==> config.mk <==
export PLATFORM = sky130hd
export DESIGN_NAME = obj_line_scan
export DESIGN_NICKNAME = d
export VERILOG_FILES = /design/src/rtl/obj_line_scan.sv
export SDC_FILE = /design/constraint.sdc
export NUM_CORES = 1
export LEC_CHECK = 0
export ABC_AREA = 1
export CORE_UTILIZATION = 36
export DETAILED_ROUTE_END_ITERATION = 8
export MAX_ROUTING_LAYER = met4
export PLACE_DENSITY = 0.64
export SLEW_MARGIN = 20
export SYNTH_ARGS = -nofsm -noshare
export SYNTH_HDL_FRONTEND = slang
export SYNTH_SLANG_ARGS = --single-unit
==> constraint.sdc <==
create_clock -name clk -period 6.15 [get_ports clk]
set_clock_uncertainty 0.2 [all_clocks]
set_input_delay 0.615 -clock clk [delete_from_list [all_inputs] [get_ports clk]]
set_output_delay 0.615 -clock clk [all_outputs]
set_load 0.01 [all_outputs]
==> src/rtl/obj_line_scan.sv <==
module obj_line_scan #(
  parameter int OBJ_N = 64,
  parameter int SLOTS = 8
) (
  input  logic                 clk,
  input  logic                 rst_n,
  input  logic                 eval_en,
  input  logic [7:0]           next_line,
  input  logic                 tall,
  output logic [7:0]           rd_addr,
  input  logic [7:0]           rd_data,
  output logic [SLOTS*32-1:0]  sec_flat,
  output logic [3:0]           obj_cnt,
  output logic                 overflow,
  output logic                 obj0_sel
);
  localparam int IDX_W  = $clog2(OBJ_N) + 1;
  localparam int SLOT_W = $clog2(SLOTS);
  localparam int SEC_B  = SLOTS * 4;

  logic [7:0]       sec [SEC_B];
  logic [IDX_W-1:0] idx;
  logic [1:0]       ph;
  logic [3:0]       cnt;
  logic             en_q, ovf, obj0;

  logic [8:0] diff;
  logic       start, scan, hit, full;

  assign start = eval_en & ~en_q;
  assign scan  = eval_en & en_q & ~idx[IDX_W-1] & ~ovf;
  assign diff  = {1'b0, next_line} - {1'b0, rd_data};
  assign hit   = ~diff[8] & (diff[7:0] < (tall ? 8'd16 : 8'd8));
  assign full  = (cnt == 4'(SLOTS));

  assign rd_addr  = 8'({idx[IDX_W-2:0], ph});
  assign obj_cnt  = cnt;
  assign overflow = ovf;
  assign obj0_sel = obj0;

  for (genvar g = 0; g < SEC_B; g++) begin : g_flat
    assign sec_flat[8*g +: 8] = sec[g];
  end

  always_ff @(posedge clk) begin
    if (!rst_n || start) begin
      idx  <= '0;
      ph   <= '0;
      cnt  <= '0;
      ovf  <= 1'b0;
      obj0 <= 1'b0;
      for (int i = 0; i < SEC_B; i++) sec[i] <= 8'hFF;
    end else if (scan) begin
      if (ph == 2'd0) begin
        if (hit && full) begin
          ovf <= 1'b1;
        end else if (hit) begin
          sec[{cnt[SLOT_W-1:0], 2'b00}] <= rd_data;
          ph <= 2'd1;
          if (idx == '0) obj0 <= 1'b1;
        end else begin
          idx <= idx + 1'b1;
        end
      end else begin
        sec[{cnt[SLOT_W-1:0], ph}] <= rd_data;
        ph <= ph + 2'd1;
        if (ph == 2'd3) begin
          cnt <= cnt + 4'd1;
          idx <= idx + 1'b1;
        end
      end
    end
  end

  always_ff @(posedge clk) begin
    if (!rst_n) en_q <= 1'b0;
    else        en_q <= eval_en;
  end


  cnt_max_chk: assert property (@(posedge clk) disable iff (!rst_n)
    obj_cnt <= 4'(SLOTS));


  no_overflow_chk: assert property (@(posedge clk) disable iff (!rst_n)
    overflow |-> obj_cnt == 4'(SLOTS));


  clear_chk: assert property (@(posedge clk) disable iff (!rst_n)
    (eval_en && !en_q) |=> (obj_cnt == 4'd0 && !overflow && !obj0_sel && &sec_flat));


  hold_chk: assert property (@(posedge clk) disable iff (!rst_n)
    $past(!eval_en) |-> ($stable(sec_flat) && $stable(obj_cnt) && $stable(overflow) && $stable(obj0_sel)));


  step_chk: assert property (@(posedge clk) disable iff (!rst_n)
    $past(eval_en && en_q) |-> ((obj_cnt - $past(obj_cnt)) <= 4'd1));


  obj0_chk: assert property (@(posedge clk) disable iff (!rst_n)
    obj0_sel |-> (obj_cnt != 4'd0 || ph != 2'd0));
endmodule

==> impl_metrics.py <==
metrics = {
    "clock_tree": {
        "hold_buffers": 0,
        "clk_pin_slew_ps": 60,
        "clock_latency_ps": 540,
        "root_buffer": "clkbuf_16",
        "cts_tree": "built",
        "clkSinkCount": 272,
        "cts_setup_buffers": 0,
        "cts_buffer_depth": 3,
        "cts_resized": 0,
        "numCtsBuffers": 29,
        "cts_htree_levels": 1,
    },
    "power": {
        "intPower_w": 0.00305,
        "p_switching_w": 0.000832,
        "pwr_density_cell_mw_per_mm2": 261,
        "power.share.clock_pct": 43.6,
        "ir_drop_uv": 213,
        "combPwrFrac_pct": 4.3,
        "p_seq_share_pct": 52.1,
        "p_sw_share_pct": 21.4,
        "finalPower_w": 0.00388,
        "p_leak_nw": 4.43,
    },
    "floorplanning": {
        "chipHeight_um": 175,
        "dieArea_mm2": 0.0306,
        "rows": 62,
        "initial_core_util_pct": 37.0,
        "die_w_um": 175,
        "io_pins": 290,
        "core-area_mm2": 0.0291,
    },
    "global_route": {
        "grt_pass1_wl_um": 45900,
        "grt_pass1_vias": 7315,
        "antenna_found_initial": 0,
        "grt_use_total_pct": 20.8,
        "grt_overflow": 0,
        "grt_max_degree": 65,
    },
    "timing": {
        "max_slew_margin_pct": 26.8,
        "hold_violations": 0,
        "rsz0062_at_grt": "no",
        "finalSetupTns_ps": 0,
        "finalCriticalPeriod_ps": 3790,
        "finalSetupViolCount": 0,
        "fmax_ghz": 0.264,
        "slew_violations": 0,
        "worst_slew_pin_slew_ps": 1090,
        "finalCritPeriodShare_pct": 61.6,
        "worst_slack_ps": 2360,
    },
    "logic_synthesis": {
        "synth_simple_gate_area_share_pct": 16.2,
        "synthAdderAreaFrac_pct": 1.63,
        "synth-seq-area-share_pct": 74.3,
        "syn_nets": 888,
        "synth_compound_area_share_pct": 2.93,
        "muxShareOfSynthArea_pct": 0,
        "syn_avg_cell_area_um2": 12.6,
        "yosysWarnings": 0,
        "async_flop_share_pct": 0,
        "synthDistinctLibCells": 33,
        "synth_edf_count": 256,
        "synthXorXnorAreaFrac_pct": 0.407,
        "synth_seq_cells": 272,
        "synth_ff_type": "edfxtp_1",
        "synth_area_mm2": 0.0108,
        "synth_top_family_by_area": "simple AND/OR/NAND/NOR gates",
        "syn_inst": 854,
    },
    "critical_path": {
        "required_ps": 6110,
        "timing.critical_path.mode_cell": "nand2_1",
        "path_cells": "clkdlybuf4s50_1 > clkinv_1 > ha_1 > nand2_1 > inv_1 > nand2_1 > nand2_1 > xor2_1 > ha_1 > nand2_1 > nand2_1 > nor2_2 > nand3_2 > nand2_1 > inv_1 > o21ai_0",
        "critPathCaptureType": "flop",
        "max_stage_delay_ps": 850,
        "critical_path.slowest_cell": "o21ai_0",
        "worstSetupPathType": "in -> reg",
        "reg2reg_depth": 9,
        "path_max_fanout": 9,
        "startpoint_type": "input pin",
        "arrival_ps": 3740,
    },
    "placement": {
        "place_hpwl_um": 20800,
        "place_congestion": 0.884,
        "dp_slack_ps": 1750,
        "port_buffers": 289,
    },
    "route": {
        "ant_nets": 0,
        "vias_per_cell": 4.98,
        "drcViolationCount": 0,
        "wl_um": 31700,
        "routedWlPerCell_um": 20.6,
        "num_vias": 7658,
        "first_pass_iters": 5,
        "drt_iter0_markers": 509,
    },
    "job": {
        "drv_cap": 0,
    },
    "worst_hold_path": {
        "hold_path.class": "reg -> reg",
        "min_path_cells": 2,
    },
    "cells_and_area": {
        "num-fill-cells": 2519,
        "drive_above_1_share_pct": 7.11,
        "final_common_cell": "clkdlybuf4s50_1",
        "final_util_pct": 51.2,
        "diodes": 0,
        "finalNetCount": 1167,
        "area_growth_pct": 38.2,
        "final_cell_mix": "289 x clkdlybuf4s50_1, 256 x edfxtp_1, 254 x nand2_1, 52 x nand4_1, 42 x inv_1",
    },
    "run_status": {
        "status": "finished clean",
    },
}
per-layer routing:
| layer | vias to the layer above | share of wire, % | track usage, % |
|---|---|---|---|
| met2 | 327 | 47 | 33.0 |
| li1 | 3536 | - | - |
| met3 | 34 | 8.4 | 5.35 |
| met5 | - | 0 | - |
| met1 | 3761 | 43 | 26.9 |
| met4 | 0 | 1.8 | 4.64 |
final timing paths:
check | slack [ps] | startpoint | to
hold / removal | 280 | overflow | overflow
setup reg to reg | 2890 | ph[0] | sec[7][3]
hold reg to reg | 280 | overflow | overflow
setup / recovery | 2360 | rd_data[3] | sec[8][2]
worst max-delay path, delay by kind of cell:
| family | cells | cell delay (ps) |
|---|---|---|
| compound gates | 1 | 850 |
| xor+xnor | 1 | 150 |
| fa+ha+maj | 2 | 600 |
| buf+inv | 4 | 770 |
| simple gates | 8 | 730 |
flip-flops by register name, indices dropped and copies added (netlist names):
| signal | count |
|---|---|
| obj0_sel | 1 |
| obj_cnt | 4 |
| en_q | 1 |
| overflow | 1 |
| sec | 256 |
| ph | 2 |
| idx | 7 |
cells by family after synthesis:
logic type | Yosys count
AOI/OAI and AO/OA | 59
xor gates and xnor gates | 5
adders and majority gates | 14
buffers and inverters | 110
DFF | 272
and+or+nand+nor | 394
metrics by stage:
step	hold slack (ps)	instances	cell area, µm²
after detailed placement	271	1486	14000
final	277	1538	14900
after floorplan	251	854	10800
after global placement	257	1486	14000
after global routing	307	1538	14900
after CTS	279	1538	14900
power groups by stage:
stage               combinational, W  sequential, W  clock (W)
detailed placement          0.000168        0.00206          0
finish                      0.000168        0.00202    0.00169
CTS                         0.000168        0.00202    0.00173
floorplan                   0.000102        0.00206          0
global route                0.000183        0.00202    0.00178
global placement            0.000166        0.00206          0
cell type report:
| type | count | area (µm²) | area share [%] |
|---|---|---|---|
| Clock buffer | 37 | 756 | 5.08 |
| Clock inverter | 15 | 155 | 1.04 |
| Inverter | 56 | 210 | 1.41 |
| Multi-Input combinational cell | 472 | 2290 | 15.4 |
| Sequential cell | 272 | 8010 | 53.8 |
| Tap cell | 384 | 480 | 3.23 |
| Timing Repair Buffer | 302 | 2990 | 20.1 |
Yosys cell counts (3+ instances only):
library cell	instances	area share (%)
inv_1	47	1.6
dfxtp_1	16	3.0
nand4_1	52	3.0
inv_2	9	0.31
nand2_1	254	8.9
nor2_1	33	1.1
ha_1	14	1.6
xor2_1	3	0.24
edfxtp_1	256	71
a21oi_1	15	0.70
nand3_1	31	1.4
o21ai_0	39	1.8
buf_2	6	0.28
nor2_2	8	0.46
buf_6	6	0.63
buf_4	6	0.42
nor3_2	5	0.46
clkbuf_1	35	1.2
Power figures use the tool's default switching activity.
